[src/rtl/irq_pkg.sv]
package irq_pkg;
  localparam int NGRP    = 5;
  localparam int RDN_BIT = 15;

  localparam logic [3:0] RA_MASK0 = 4'd0;
  localparam logic [3:0] RA_MASK1 = 4'd1;
  localparam logic [3:0] RA_STAT0 = 4'd2;
  localparam logic [3:0] RA_STAT1 = 4'd3;
  localparam logic [3:0] RA_DET0  = 4'd4;

  // summary bits each detail group is tied to
  function automatic logic [31:0] grp_link(input int g);
    case (g)
      0:       grp_link = 32'h0004_3FC0;
      1:       grp_link = 32'h0000_0007;
      2:       grp_link = 32'h0007_0000;
      3:       grp_link = 32'h0080_0000;
      default: grp_link = 32'h0100_0000;
    endcase
  endfunction

  // 1: group tied to status word 1, 0: status word 0
  function automatic logic grp_on_line1(input int g);
    grp_on_line1 = (g != 0);
  endfunction
endpackage

[src/rtl/irq_rst_sync.sv]
module irq_rst_sync (
  input  logic clk,
  input  logic rst_n,
  output logic rst_sn
);
  logic [1:0] sync_q;
  logic [1:0] sync_d;

  always_comb sync_d = {sync_q[0], 1'b1};

  always_ff @(posedge clk or negedge rst_n) begin
    if (!rst_n) sync_q <= 2'b00;
    else        sync_q <= sync_d;
  end

  assign rst_sn = sync_q[1];
endmodule

[src/rtl/irq_line.sv]
module irq_line #(
  parameter int             W         = 32,
  parameter logic [W-1:0]   ALWAYS_ON = '0
) (
  input  logic         clk,
  input  logic         rst_sn,
  input  logic         mask_we,
  input  logic         stat_we,
  input  logic [W-1:0] wdata,
  input  logic [W-1:0] ev,
  output logic [W-1:0] mask_q,
  output logic [W-1:0] stat_q,
  output logic         irq_n
);
  logic [W-1:0] mask_d;
  logic [W-1:0] stat_d;
  logic [W-1:0] clr;
  logic         irq_n_d;

  always_comb begin
    mask_d  = mask_q;
    if (mask_we) mask_d = wdata;
    clr     = stat_we ? wdata : '0;
    stat_d  = (stat_q & ~clr) | ev;          // a new event beats a clear
    irq_n_d = ~|(stat_q & (mask_q | ALWAYS_ON));
  end

  always_ff @(posedge clk or negedge rst_sn) begin
    if (!rst_sn) begin
      mask_q <= '0;
      stat_q <= '0;
      irq_n  <= 1'b1;
    end else begin
      mask_q <= mask_d;
      stat_q <= stat_d;
      irq_n  <= irq_n_d;
    end
  end
endmodule

[src/rtl/irq_detail.sv]
module irq_detail #(
  parameter int NPH  = 3,
  parameter int NGRP = 5
) (
  input  logic                clk,
  input  logic                rst_sn,
  input  logic [NGRP*NPH-1:0] det_ev,
  input  logic [NGRP-1:0]     grp_clr,
  output logic [NGRP*NPH-1:0] det_q
);
  logic [NGRP*NPH-1:0] det_d;

  for (genvar g = 0; g < NGRP; g++) begin : g_grp
    assign det_d[g*NPH +: NPH] =
      (grp_clr[g] ? {NPH{1'b0}} : det_q[g*NPH +: NPH]) | det_ev[g*NPH +: NPH];
  end

  always_ff @(posedge clk or negedge rst_sn) begin
    if (!rst_sn) det_q <= '0;
    else         det_q <= det_d;
  end
endmodule

[src/rtl/irq_dual_ctrl.sv]
module irq_dual_ctrl
  import irq_pkg::*;
#(
  parameter int W   = 32,
  parameter int NPH = 3
) (
  input  logic                clk,
  input  logic                rst_n,
  input  logic [3:0]          bus_addr,
  input  logic                bus_wr,
  input  logic [W-1:0]        bus_wdata,
  output logic [W-1:0]        bus_rdata,
  input  logic [W-1:0]        ev0,
  input  logic [W-1:0]        ev1,
  input  logic                sw_rst_done,
  input  logic [NGRP*NPH-1:0] det_ev,
  output logic                irq0_n,
  output logic                irq1_n
);
  localparam int           DW       = NGRP * NPH;
  localparam logic [W-1:0] RDN_MASK = W'(1) << RDN_BIT;

  logic            rst_sn;
  logic            boot_q;
  logic            boot_d;
  logic            mask0_we, mask1_we, st0_we, st1_we;
  logic [W-1:0]    clr0, clr1, ev1_all;
  logic [W-1:0]    mask0_q, mask1_q, stat0_q, stat1_q;
  logic [NGRP-1:0] grp_clr;
  logic [DW-1:0]   det_q;

  irq_rst_sync u_rst (.clk(clk), .rst_n(rst_n), .rst_sn(rst_sn));

  // reset-done fires in the first cycle out of reset
  always_comb boot_d = 1'b1;
  always_ff @(posedge clk or negedge rst_sn) begin
    if (!rst_sn) boot_q <= 1'b0;
    else         boot_q <= boot_d;
  end

  always_comb begin
    mask0_we = bus_wr && (bus_addr == RA_MASK0);
    mask1_we = bus_wr && (bus_addr == RA_MASK1);
    st0_we   = bus_wr && (bus_addr == RA_STAT0);
    st1_we   = bus_wr && (bus_addr == RA_STAT1);
    clr0     = st0_we ? bus_wdata : '0;
    clr1     = st1_we ? bus_wdata : '0;
    ev1_all  = ev1 | ((!boot_q || sw_rst_done) ? RDN_MASK : '0);
  end

  irq_line #(.W(W), .ALWAYS_ON('0)) u_line0 (
    .clk(clk), .rst_sn(rst_sn), .mask_we(mask0_we), .stat_we(st0_we),
    .wdata(bus_wdata), .ev(ev0), .mask_q(mask0_q), .stat_q(stat0_q),
    .irq_n(irq0_n));

  irq_line #(.W(W), .ALWAYS_ON(RDN_MASK)) u_line1 (
    .clk(clk), .rst_sn(rst_sn), .mask_we(mask1_we), .stat_we(st1_we),
    .wdata(bus_wdata), .ev(ev1_all), .mask_q(mask1_q), .stat_q(stat1_q),
    .irq_n(irq1_n));

  for (genvar g = 0; g < NGRP; g++) begin : g_clr
    assign grp_clr[g] = |((grp_on_line1(g) ? clr1 : clr0) & W'(grp_link(g)));
  end

  irq_detail #(.NPH(NPH), .NGRP(NGRP)) u_det (
    .clk(clk), .rst_sn(rst_sn), .det_ev(det_ev), .grp_clr(grp_clr),
    .det_q(det_q));

  always_comb begin
    bus_rdata = '0;
    case (bus_addr)
      RA_MASK0: bus_rdata = mask0_q;
      RA_MASK1: bus_rdata = mask1_q;
      RA_STAT0: bus_rdata = stat0_q;
      RA_STAT1: bus_rdata = stat1_q;
      default: begin
        for (int g = 0; g < NGRP; g++) begin
          if (bus_addr == RA_DET0 + 4'(g)) bus_rdata = W'(det_q[g*NPH +: NPH]);
        end
      end
    endcase
  end
endmodule

[config.mk]
export PLATFORM = sky130hd
export DESIGN_NAME = irq_dual_ctrl
export DESIGN_NICKNAME = d
export VERILOG_FILES = /design/src/rtl/irq_pkg.sv /design/src/rtl/irq_rst_sync.sv /design/src/rtl/irq_line.sv /design/src/rtl/irq_detail.sv /design/src/rtl/irq_dual_ctrl.sv
export SDC_FILE = /design/constraint.sdc
export NUM_CORES = 1
export LEC_CHECK = 0
export ABC_AREA = 1
export BUFFER_PORTS_ARGS = -buffer_cell sky130_fd_sc_hd__buf_2
export CORE_ASPECT_RATIO = 0.9
export CORE_MARGIN = 2
export CORE_UTILIZATION = 40
export DETAILED_ROUTE_END_ITERATION = 12
export MAX_ROUTING_LAYER = met4
export PLACE_DENSITY_LB_ADDON = 0.08
export SKIP_CTS_REPAIR_TIMING = 1
export SLEW_MARGIN = 5
export SYNTH_ARGS = -nofsm -noshare
export SYNTH_HDL_FRONTEND = slang
export SYNTH_SLANG_ARGS = --single-unit
[constraint.sdc]
create_clock -name clk -period 5.4 [get_ports clk]
set_clock_uncertainty 0.2 [all_clocks]
set_input_delay 0.54 -clock clk [delete_from_list [all_inputs] [get_ports clk]]
set_output_delay 0.54 -clock clk [all_outputs]
set_load 0.01 [all_outputs]
==> results of run 1 <==
## cells by family (layout without fill, tap and decap cells)
| kind of cell | after synthesis | in the layout | synth area share |
|---|---|---|---|
| AOI/OAI and AO/OA | 182 | 182 | 0.158 |
| buffers and inverters | 155 | 311 | 0.0905 |
| DFF | 148 | 148 | 0.531 |
| other | 1 | 3 | 0.000537 |
| and+or+nand+nor | 364 | 364 | 0.220 |
## flip-flops by register name, indices dropped and copies added (netlist names)
register,flops
u_line0.stat_q,32
u_rst.sync_q,2
u_line1.irq_n,1
boot_q,1
u_det.det_q,15
u_line1.stat_q,32
u_line0.irq_n,1
u_line0.mask_q,32
u_line1.mask_q,32
## worst max-delay path: stages
cell                      delay (ns)
sky130_fd_sc_hd__buf_2          0.12
sky130_fd_sc_hd__nor2_4         0.42
sky130_fd_sc_hd__buf_4          0.45
sky130_fd_sc_hd__nand2_1        0.47
sky130_fd_sc_hd__o21ai_0        0.30
sky130_fd_sc_hd__nor2_1         0.09
sky130_fd_sc_hd__nand3_1        0.10
sky130_fd_sc_hd__buf_2          0.13
## layout make-up
cell class              count  area (sq um)  area share
repair buffers            159           816      0.0958
well taps                 235           294      0.0345
diodes                      1          2.50    0.000294
flip-flops and latches    148          3710       0.436
clock buffers              17           425      0.0500
inverters                 120           450      0.0529
multi-input cells         548          2650       0.311
clock inverters            15           170      0.0200
## cells in the mapped netlist (all sizes together)
cell	count
nand2	231
dfrtp	146
inv	120
o21ai	110
nand3	57
nor2	44
o21bai	34
buf	27
nand4	26
o2111ai	17
clkbuf	8
nor3	6
a21oi	5
a22o	5
a21o	4
a31oi	2
dfstp	2
o22ai	2
conb	1
o211ai	1
o221ai	1
o31ai	1
## power breakdown
part           switching, mW  internal (mW)
Sequential            0.0921           1.22
Clock                  0.516          0.693
Combinational          0.218          0.156
## how the worst max path moves through the flow
stage	endpoint	from
detailed placement	u_line0.mask_q[14]	bus_addr[3]
global placement	u_line1.mask_q[9]	bus_addr[3]
CTS	bus_rdata[0]	bus_addr[3]
global route	bus_rdata[2]	bus_addr[3]
finish	bus_rdata[1]	bus_addr[3]
floorplan	boot_q	u_rst.sync_q[1]
## metal layers
layer  track usage  up-vias
li1              -     3056
met1         0.335     2987
met2         0.356      178
met3        0.0517       15
met4        0.0646        0
met5             -        -
## through the flow
stage | cells | total power, mW | setup slack, ns
final | 1243 | 2.89 | 2.00
after CTS | 1241 | 2.91 | 2.06
after global placement | 1209 | 1.70 | 2.00
after detailed placement | 1209 | 1.70 | 1.96
after floorplan | 851 | 1.54 | 0.775
after global routing | 1243 | 3.03 | 1.90
==> results.md, run 1 <==
- The number of cells on the worst reg-to-reg path is 1.
- Of all nets on the critical path, the largest fanout is 33.
- Derived from the worst setup path, the maximum achievable clock frequency is 294 MHz.
- The post-placement cell area is 7910 sq um.
- The number of port buffers is 152.
- Hold is met by 0.0895 ns.
- The headroom to the max-slew limit is 0.177.
- The startpoint identified for the worst hold timing path is ev1[8].
- The number of global-route vias before repair is 5931.
- In the routed layout, each cell is associated on average with a via count of 5.02.
- TritonCTS built the clock tree.
- The vias after detailed routing is 6236.
- The final net count is 1113.
- The top cell types in the final layout, fill and taps aside, are sky130_fd_sc_hd__nand2_1, sky130_fd_sc_hd__buf_2, sky130_fd_sc_hd__dfrtp_1, sky130_fd_sc_hd__inv_1, sky130_fd_sc_hd__nand3_1.
- Yosys attributes the largest share of cell area to sky130_fd_sc_hd__dfrtp_1, sky130_fd_sc_hd__nand2_1, sky130_fd_sc_hd__inv_1, sky130_fd_sc_hd__nand3_1, sky130_fd_sc_hd__o21ai_0.
- Data on the critical path arrives at its endpoint at 2.66 ns.
- Across the run, the number of max-cap violations was 0.
- The setup slack of the most critical reg-to-reg path is 3.60 ns.
- In this run the count of I/O pins placed on the die edge is 153.
- The final cycle utilization of the critical path is 0.630.
- Setup repair after global routing left no endpoint under its margin.
- The detail route stage leaves a number of antenna-violating nets equal to 0.
- The share of the Yosys chip area taken by registers is 0.531.
- STA classifies the critical path endpoint as an output pin.
- TritonCTS created 17 clock buffers.
- For the worst setup path, the data required time is 4.66 ns.
- The cell taking the most area after synthesis is sky130_fd_sc_hd__dfrtp_1.
- Leaving out fill and tap cells, the most frequent cell in the layout is sky130_fd_sc_hd__nand2_1.
- The worst hold path terminates at u_line1.stat_q[8].
- The area growth from synthesis to layout is 22.0%.
- The maximum clock insertion buffer count is 2.
- The initial utilization of the core area, before any placement, comes to 0.410.
- The highest layer touched by signal routing is met4.
- The layout filler cell count is 1706.
- Synthesis instantiated 30 different standard cells from the library.
- The count of H-tree levels built during CTS is 4.
- For this block, the routed nets add up to 20.7 mm of wire.
- The area of the core is 17000 sq um.
- The average wire per cell in the routed design is 16.6 microns.
- Counting flops and latches in the post-synthesis netlist gives 148.
- The initial antenna violation count was 1.
- For the final routed database, the setup TNS stands at 0 ns.
- Measured along the y axis, the die boundary spans 129 microns.
- Of the cells placed in the final design, the portion with a size suffix greater than 1 is 0.205.
- The met2 layer wire length in the routed design is 9.39 mm.
- By startpoint and endpoint, the worst setup path is classified as primary input to output pin.
- The global placement routability congestion is 0.857.
- In this run the static leakage power is 4.41 nW.
- The total met3 wirelength after detailed routing is 1.05 mm.
- The x dimension of the die is 143 microns.
- After floorplanning, the core was divided into 45 placement rows.
- The smallest clock period supported by the final layout is computed as 3.40 ns.
- The CTS clock-pin slew for the worst setup and hold paths is 0.07 ns.
- The die covers 18500 sq um.
- The cell count after synthesis is 850.
- The clock reaches the later pin of the worst-skew pair after 0.43 ns.
- The flow ran to the end, and the final reports show no timing, DRC or antenna violations.
- After legalization and detailed placement, the total HPWL measured 14.1 mm.
- The endpoint identified for the worst register-to-register timing path is u_line1.irq_n.
- The sum of routed wire segments on met1 is 9.97 mm.
- The first-pass GRT wire length is 32.7 mm.
- The DRC violation count after routing is 0.
- For this run, the detailed router's first-pass iteration total came to 5.
- The total overflow reported by the global router is 0.
- The startpoint identified for the worst register-to-register timing path is u_rst.sync_q[1].
- Clock tree synthesis selected as its root buffer the cell sky130_fd_sc_hd__clkbuf_16.
- The worst-case IR drop observed on VDD is 0.212 mV.
- The post-synthesis area per instance is 8.21 sq um.
- The share of the synthesized area in the top cell type is 0.523.
- The final-report setup violation count is 0.
- The element type at the critical path start is a primary input.
- During synthesis, Yosys emitted a total of 0 warnings.
- Along the worst hold path, the cell count comes to 3.
- The post-synthesis instance area is 6980 sq um.
- The largest net degree at the start of global routing is 74.
- Once layout is complete, the utilization of the core stands at 0.501.
- For this design the ratio of total power to cell area is 340 nW/um^2.
- The number of clock sinks is 148.
- The detailed router finished its first iteration with 463 violations.
- With fillers left out, the area of the finished cells amounts to 8510 sq um.
- For this run, the total global-route usage over all layers was measured as 0.240.
- The count of pins over their slew limit is 0.
- The slew at the pin with the worst max-slew slack is 1.23 ns.
- The final number of hold-violating endpoints was 0.
- The worst min-delay path category is primary input to register.
Power figures use the tool's default switching activity.
==> run 2: changes to the inputs <==
==> constraint.sdc (replaced) <==
create_clock -name clk -period 3.46 [get_ports clk]
set_clock_uncertainty 0.2 [all_clocks]
set_input_delay 0.346 -clock clk [delete_from_list [all_inputs] [get_ports clk]]
set_output_delay 0.346 -clock clk [all_outputs]
set_load 0.01 [all_outputs]
==> run 2 against run 1 <==
  * Hold slack worse by 0.078 ns
  * First-iteration DRC count shrank 14%
  * Combinational power up 79%
  * Design area is 10% higher
  * Core utilization grew 5.3 points
  * Register-to-register slack worse by 1.7 ns
  * Clock-buffer cell count increased by 2
  * Critical path type unchanged
==> results.md, run 2 (synthesis results as in run 1) <==
- The fraction of final layout cells with drive strength greater than 1 is 0.194 (-0.0108).
- The cell row count is 45 (unchanged).
- The x dimension of the die is 143 microns (unchanged).
- Leaving out fill and tap cells, the most frequent cells in the layout are sky130_fd_sc_hd__nand2_1, sky130_fd_sc_hd__buf_2, sky130_fd_sc_hd__dfrtp_1, sky130_fd_sc_hd__inv_1, sky130_fd_sc_hd__dlygate4sd3_1.
- Leaving out fill and tap cells, the most frequent cell in the layout is sky130_fd_sc_hd__nand2_1.
- The flow ran to the end, and the final reports show no timing, DRC or antenna violations.
- The DRC violation count after routing is 0 (unchanged).
- The worst path arrival time came to 2.19 ns (-0.47 ns).
- The final number of hold-violating endpoints came to 0 (unchanged).
- The number of buffer and inverter instances along the worst setup path came to 3 (unchanged).
- The largest net degree at the start of global routing is 59 (-20%).
- The tree is rooted in a sky130_fd_sc_hd__clkbuf_16.
- The final critical delay including setup and external delays is 2.74 ns.
- The internal power component is 3.43 mW (+66%).
- The number of global-route vias before repair is 6167 (+4.0%).
- The count of pins over their slew limit is 0 (unchanged).
- The overall die height is 129 microns (unchanged).
- The final net count is 1200 (+7.8%).
- The number of DRC violations after detailed-routing iteration 0 was 398 (-14%).
- The vias after detailed routing is 6602 (+5.9%).
- The post-DP HPWL came to 14.7 mm (+4.8%).
- The latest clock arrival within the worst-skew pair is 0.43 ns (about the same).
- The worst setup path is of the primary input to output pin kind.
- The peak supply drop is 0.323 mV (+53%).
- The full die area was 18500 sq um (unchanged).
- The setup TNS is 0 ns (unchanged).
- The final setup slack of the worst path was 0.723 ns (-1.28 ns).
- The part of the power in registers was 0.437 (-0.016).
- The number of clock sinks was 148 (unchanged).
- The required time of the worst setup path came to 2.91 ns (-1.75 ns).
- The category of cells accounting for the largest share of critical-path delay is simple AND/OR/NAND/NOR gates.
- The total power density per cell area is 498 nW/um^2 (+47%).
- The via-per-instance ratio is 4.97 (-0.98%).
- The type of destination of the critical path is an output pin.
- Walking the worst path, the cells encountered are buf_2, nand2_1, inv_1, nand2_1, o21ai_0, nor2_1, nand3_1, buf_2.
- The maximum clock insertion buffer count was 2 (unchanged).
- The sum of routed wire length over all layers was 22.0 mm (+6.5%).
- Compared with the post-synthesis result, the final layout area differs by 34.8%.
- The total of max-cap violations is 0 (unchanged).
- The part of the power in combinational logic came to 0.143 (+0.014).
- TritonCTS built the clock tree.
- The final-report setup violation count is 0 (unchanged).
- The number of clock buffers inserted by TritonCTS is 17 (unchanged).
- The number of top-level pins was 153 (unchanged).
- The post-placement setup slack is 0.696 ns (-1.27 ns).
- The total overflow reported by the global router is 0 (unchanged).
- The number of nets still failing antenna checks after routing came to 0 (unchanged).
- The diode insertion count for antenna repair is 0 (-1).
- The peak per-stage delay on the critical path is 0.55 ns (+0.08 ns).
- The slowest library cell on the worst path is sky130_fd_sc_hd__nand2_1.
- The largest fanout on the critical path is 13 (-61%).
- The standby leakage power came to 4.79 nW (+8.6%).
- The proportion of total power due to net switching is 0.268 (-0.0177).
- The slew at the pin with the worst max-slew slack came to 0.811 ns (-0.418 ns).
- The layout filler cell count was 1618 (-5.2%).
- The overall routing resource usage came to 0.246 (+0.00638).
- The final cycle utilization of the critical path is 0.791.
- The number of port buffers came to 152 (unchanged).
- The area of the core came to 17000 sq um (unchanged).
- The count of H-tree levels built during CTS is 4 (unchanged).
- The net switching power figure came to 1.25 mW (+52%).
- The worst min-delay path category is primary input to register.
- The starting density of the core is 0.410 (unchanged).
- The average wire per cell in the routed design was 16.5 microns (-0.42%).
- The number of optimization iterations in the first detailed-route pass came to 7 (+2).
- Derived from the worst setup path, the maximum achievable clock frequency is 365 MHz.
- The proportion of power drawn by the clock network is 0.420 (+0.002).
- The initial antenna violation count is 0 (-1).
- The worst hold slack is 0.0117 ns (-0.0778 ns).
- The global placement routability congestion came to 0.836 (-2.4%).
- Setup repair after global routing left no endpoint under its margin.
- The headroom to the max-slew limit came to 0.459 (+0.282).
- The first-pass GRT wire length came to 33.1 mm (+1.1%).
- The element type at the critical path start is a primary input.
- The CTS clock-pin slew for the worst setup and hold paths was 0.06 ns (about the same).
[run 2: cell count changes in the layout (fill, tap and decap cells not counted), moves of 2 or more]
| cell | previous run | this run |
|---|---|---|
| sky130_fd_sc_hd__dlygate4sd3_1 | 1 | 81 |
| sky130_fd_sc_hd__clkinv_2 | 1 | 3 |
| sky130_fd_sc_hd__clkinvlp_4 | 2 | 4 |
| sky130_fd_sc_hd__bufinv_16 | 2 | 4 |
| sky130_fd_sc_hd__inv_6 | 6 | 0 |
| sky130_fd_sc_hd__buf_4 | 6 | 12 |
[run 2: power by group through the flow]
stage	clock, mW	sequential, mW	combinational [mW]
final	1.97	2.05	0.670
after global routing	2.07	2.07	0.754
after CTS	1.99	2.04	0.604
after detailed placement	0	2.07	0.600
after global placement	0	2.08	0.594
after floorplan	0	2.05	0.363
[run 2: worst register-to-register path, delay by kind of cell, from the launching register on]
kind            cells  cell delay, ns
flops               1            0.40
simple gates        4            0.69
compound gates      1            0.20
[run 2: area by class of cell]
| class | instances | area, sq um | share of cell area |
|---|---|---|---|
| inverters | 120 | 450 | 0.0479 |
| well taps | 235 | 294 | 0.0313 |
| clock inverters | 13 | 183 | 0.0194 |
| flip-flops and latches | 148 | 3710 | 0.394 |
| repair buffers | 246 | 1680 | 0.179 |
| clock buffers | 19 | 443 | 0.0471 |
| multi-input cells | 548 | 2650 | 0.281 |
[run 2: final timing paths]
path,startpoint,to,slack [ns],cells past startpoint
worst max-delay path,bus_addr[1],bus_rdata[2],0.72,8
worst min-delay path,bus_wdata[30],u_line1.mask_q[30],0.01,3
worst max register to register,u_line0.stat_q[22],u_line0.irq_n,1.89,5
worst min register to register,u_rst.sync_q[0],u_rst.sync_q[1],0.15,0
max in group asynchronous,u_rst.sync_q[1],u_line1.irq_n,1.94,1
min in group asynchronous,rst_n,u_rst.sync_q[1],0.03,2
[run 2: per-stage QoR]
| stage | area (sq um) | instances | total power [mW] | utilization |
|---|---|---|---|---|
| detailed placement | 7970 | 1216 | 2.67 | 0.469 |
| floorplan | 6980 | 851 | 2.41 | - |
| global placement | 7970 | 1216 | 2.67 | 0.469 |
| finish | 9410 | 1329 | 4.69 | 0.553 |
| CTS | 8600 | 1248 | 4.64 | 0.506 |
| global route | 9410 | 1329 | 4.90 | 0.553 |
[run 2: metal layers]
layer | GRT usage | up-vias | wire length (microns)
met3 | 0.0455 | 28 | 1150
met4 | 0.0657 | 0 | 272
li1 | - | 3247 | -
met1 | 0.338 | 3113 | 10400
met5 | - | - | 0
met2 | 0.379 | 214 | 10200
==> run 3: changes to the inputs <==
--- a/config.mk
+++ b/config.mk
@@ -5,7 +5,7 @@
 export SDC_FILE = /design/constraint.sdc
 export NUM_CORES = 1
 export LEC_CHECK = 0
-export ABC_AREA = 1
+export ABC_AREA = 0
 export BUFFER_PORTS_ARGS = -buffer_cell sky130_fd_sc_hd__buf_2
 export CORE_ASPECT_RATIO = 0.9
 export CORE_MARGIN = 2
==> constraint.sdc (replaced) <==
create_clock -name clk -period 2.55 [get_ports clk]
set_clock_uncertainty 0.2 [all_clocks]
set_input_delay 0.255 -clock clk [delete_from_list [all_inputs] [get_ports clk]]
set_output_delay 0.255 -clock clk [all_outputs]
set_load 0.01 [all_outputs]
==> run 3 against run 2 <==
  * Sequential power rose by 39%
  * Core utilization rose by 6.5 points
  * Power rose by 39%
  * Combinational power rose by 36%
  * Synthesized cell count fell by 36%
  * Largest cell class unchanged
  * Sequential share of layout area fell by 2.1 points
  * Critical endpoint is now u_line0.stat_q[27]
  * Register-to-register slack got worse by 1.3 ns
  * Design area rose by 5.6%
  * First-iteration DRC count rose by 37%
  * The run now ends with hold timing left
==> results.md, run 3 <==
- In this run the critical register-to-register path is captured at u_line1.irq_n.
- The capturing element of the worst setup path is u_line0.stat_q[27].
- The post-synthesis instance area is 6540 sq um (-6.3%).
- The xor/xnor share of the synthesized area is 0 (unchanged).
- The final number of hold-violating endpoints is 3 (+3).
- The layer with the highest usage is met2.
- Dividing the final minimum period by the clock period gives 0.886.
- The top cell types in the final layout, fill and taps aside, are sky130_fd_sc_hd__dlygate4sd3_1, sky130_fd_sc_hd__buf_2, sky130_fd_sc_hd__dfrtp_1, sky130_fd_sc_hd__nand2_1, sky130_fd_sc_hd__a21o_1.
- The number of port buffers came to 152 (unchanged).
- TritonCTS built the clock tree.
- The number of buffer and inverter instances along the worst setup path is 3 (unchanged).
- The headroom to the max-slew limit is 0.448 (-0.0114).
- The DRC violation count after routing came to 0 (unchanged).
- The post-synthesis register bit count is 148 (unchanged).
- The count of pins over their slew limit is 0 (unchanged).
- The number of DRC violations after detailed-routing iteration 0 is 544 (+37%).
- The post-placement setup slack came to 0.399 ns (-0.296 ns).
- The count of H-tree levels built during CTS is 4 (unchanged).
- The area of all placed cells without fillers is 9940 sq um (+5.6%).
- The largest net degree at the start of global routing is 55 (-6.8%).
- The clock period could shrink to 2.26 ns.
- The fraction of final layout cells with drive strength greater than 1 is 0.274 (+0.0804).
- The final setup slack of the worst path is 0.291 ns (-0.431 ns).
- The initial antenna violation count is 0 (unchanged).
- The share of the synthesized area in the top cell type is 0.559 (+0.0350).
- The portion of netlist area occupied by mux cells is 0.119 (+0.119).
- The overall routing resource usage is 0.230 (-0.0159).
- The required time of the worst setup path came to 2.65 ns (-0.26 ns).
- The total of max-cap violations came to 0 (unchanged).
- The slew at the pin with the worst max-slew slack is 0.822 ns (+0.0101 ns).
- The maximum clock rate is 443 MHz.
- The starting density of the core is 0.407 (-0.00354).
- The commonest cells after synthesis are sky130_fd_sc_hd__dfrtp_1, sky130_fd_sc_hd__nand2_1, sky130_fd_sc_hd__a21o_1.
- The share of the synthesized area in compound gates (AO/OA/AOI/OAI) is 0.188 (+0.0305).
- The standby leakage power is 4.11 nW (-14%).
- Among all stages on the critical path, the largest delay is contributed by sky130_fd_sc_hd__dlygate4sd3_1.
- Compared with the post-synthesis result, the final layout area differs by 51.9%.
- The area share of fa/ha/maj cells after synthesis was 0 (unchanged).
- The sum of routed wire length over all layers came to 20.9 mm (-4.8%).
- The global placement routability congestion is 0.807 (-3.5%).
- The overall power of the completed layout came to 6.53 mW (+39%).
- The final reports fail on hold timing.
- Setup repair after global routing left no endpoint under its margin.
- The cell taking the most area after synthesis is sky130_fd_sc_hd__dfrtp_1.
- The area of the core was 16100 sq um (-5.5%).
- The leading cell type by number of instances after synthesis is sky130_fd_sc_hd__dfrtp_1.
- The placed instance count is 901 (-26%).
- The vias after detailed routing is 5930 (-10%).
- The tree is rooted in a sky130_fd_sc_hd__clkbuf_16.
- The x dimension of the die came to 139 microns (-3.1%).
- The proportion of synthesized chip area in sequential cells came to 0.567 (+0.0355).
- The category of cells accounting for the largest share of critical-path delay is buffers and inverters.
- The worst flop-to-flop path startpoint is u_line1.stat_q[8].
- The category of the critical setup timing path is primary input to register.
- Yosys attributes the largest share of cell area to sky130_fd_sc_hd__dfrtp_1, sky130_fd_sc_hd__a21o_1, sky130_fd_sc_hd__nand2_1, sky130_fd_sc_hd__mux2_2, sky130_fd_sc_hd__mux2_1.
- The element type at the critical path start is a primary input.
- Walking the worst path, the cells encountered are buf_2, nor4b_4, and2_1, buf_4, nand2_1, a21o_1, dlygate4sd3_1.
- The total overflow reported by the global router came to 0 (unchanged).
- The share of synthesized flip-flops with an asynchronous set or reset is 1.00 (unchanged).
- STA classifies the critical path endpoint as a register.
- The full die area is 17400 sq um (-6.1%).
- The final-report setup violation count is 0 (unchanged).
- The peak supply drop is 0.624 mV (+93%).
- The setup slack of the most critical reg-to-reg path is 0.62 ns (-1.27 ns).
- The number of clock buffers inserted by TritonCTS is 17 (unchanged).
- The utilization after layout is 0.618 (+0.0649).
- The post-synthesis area per instance is 11.9 sq um (+45%).
- The run finished, with violations left.
- The post-placement cell area is 7630 sq um (-4.3%).
- The post-synthesis share of cell area spent on and, or, nand and nor gates is 0.103 (-0.117).
- The depth of the most critical reg-to-reg path is 4 (-1).
- The peak per-stage delay on the critical path came to 0.55 ns (about the same).
- The cell count after synthesis is 548 (-36%).
- The total power density per cell area is 657 nW/um^2 (+32%).
- The number of optimization iterations in the first detailed-route pass is 9 (+2).
- The number of nets still failing antenna checks after routing came to 0 (unchanged).
- The latest clock arrival within the worst-skew pair is 0.42 ns (about the same).
- Leaving out fill and tap cells, the most frequent cell in the layout is sky130_fd_sc_hd__dlygate4sd3_1.
- The start point of the critical path is bus_addr[1].
- The worst hold slack is -0.00611 ns (-0.0178 ns).
- The post-DP HPWL came to 13.9 mm (-5.5%).
- The number of global-route vias before repair is 5267 (-15%).
- The overall die height is 125 microns (-3.1%).
- The final instance count without filler cells came to 1097 (-17%).
- The number of distinct standard cells referenced by the synthesized netlist is 36 (+20%).
- The number of synthesized flops with an enable pin is 0 (unchanged).
- The number of top-level pins is 153 (unchanged).
- The diode insertion count for antenna repair was 0 (unchanged).
- The maximum clock insertion buffer count is 2 (unchanged).
- The first-pass GRT wire length is 29.9 mm (-9.7%).
- The number of cells on the critical path is 7 (-1).
- The final net count was 997 (-17%).
- The most used flip-flop cell after synthesis is sky130_fd_sc_hd__dfrtp_1.
- In this run the worst hold path is classified as primary input to register.
- The CTS clock-pin slew for the worst setup and hold paths is 0.06 ns (about the same).
- The largest fanout on the critical path came to 18 (+5).
- The count of synthesis-stage warnings from yosys was 0 (unchanged).
- The setup TNS is 0 ns (unchanged).
- The global-route track usage on met3 is 0.0509 (+0.00548).
- The average wire per cell in the routed design came to 19.1 microns (+15%).
- The worst path arrival time is 2.36 ns (+0.17 ns).
- The cell row count is 44 (-2.2%).
- The number of clock sinks was 148 (unchanged).
- The met2 track demand over resource in global routing is 0.351 (-0.0271).
- The via-per-instance ratio is 5.41 (+8.8%).
- After synthesis, the largest family of logic cells by area is compound AO/OA/AOI/OAI gates.
- The met1 capacity usage during global routing is 0.318 (-0.0201).
## run 3: changes by cell type in the layout (fill, tap and decap cells not counted), sizes merged, moves of 20 or more
cell,before,now
inv,120,0
mux2,0,64
nand4,26,6
a21o,4,78
a222oi,0,32
nand3,57,1
nand2,231,127
o21bai,34,0
o21ai,110,0
a22oi,0,21
nor2,44,2
dlygate4sd3,81,165
## run 3: worst min-delay path by stage
stage / from / end / slack [ns] / cells past startpoint
final: bus_wdata[18] / u_line1.mask_q[18] / -0.006 / 2
after global routing: bus_wdata[18] / u_line0.stat_q[18] / -0.004 / 3
after CTS: rst_n / u_rst.sync_q[1] / -0.60 / 1
after detailed placement: rst_n / u_rst.sync_q[0] / -0.16 / 1
after global placement: rst_n / u_rst.sync_q[0] / -0.16 / 1
after floorplan: rst_n / u_rst.sync_q[0] / -0.24 / 0
## run 3: layer usage
layer | part of all wire | routed length (microns)
met1 | 0.44 | 9290
met2 | 0.48 | 10000
met5 | 0 | 0
met4 | 0.017 | 365
met3 | 0.060 | 1250
## run 3: cells by family (layout without fill, tap and decap cells)
kind of cell / count (synthesis) / in the layout
other cells: 1 / 2
compound gates: 152 / 152
flops: 148 / 148
mux: 70 / 70
buf+inv: 28 / 369
simple gates: 149 / 149
## run 3: report_power, final
group	total, mW	internal (mW)	switching, mW
logic	0.910	0.513	0.397
clock network	2.78	1.85	0.934
registers	2.84	2.61	0.230
## run 3: final cells by class
class / instances / area (sq um)
Clock buffer: 20 / 447
Clock inverter: 11 / 208
Fill cell: 1333 / 6140
Multi-Input combinational cell: 373 / 2690
Sequential cell: 148 / 3710
Tap cell: 207 / 259
Timing Repair Buffer: 338 / 2620
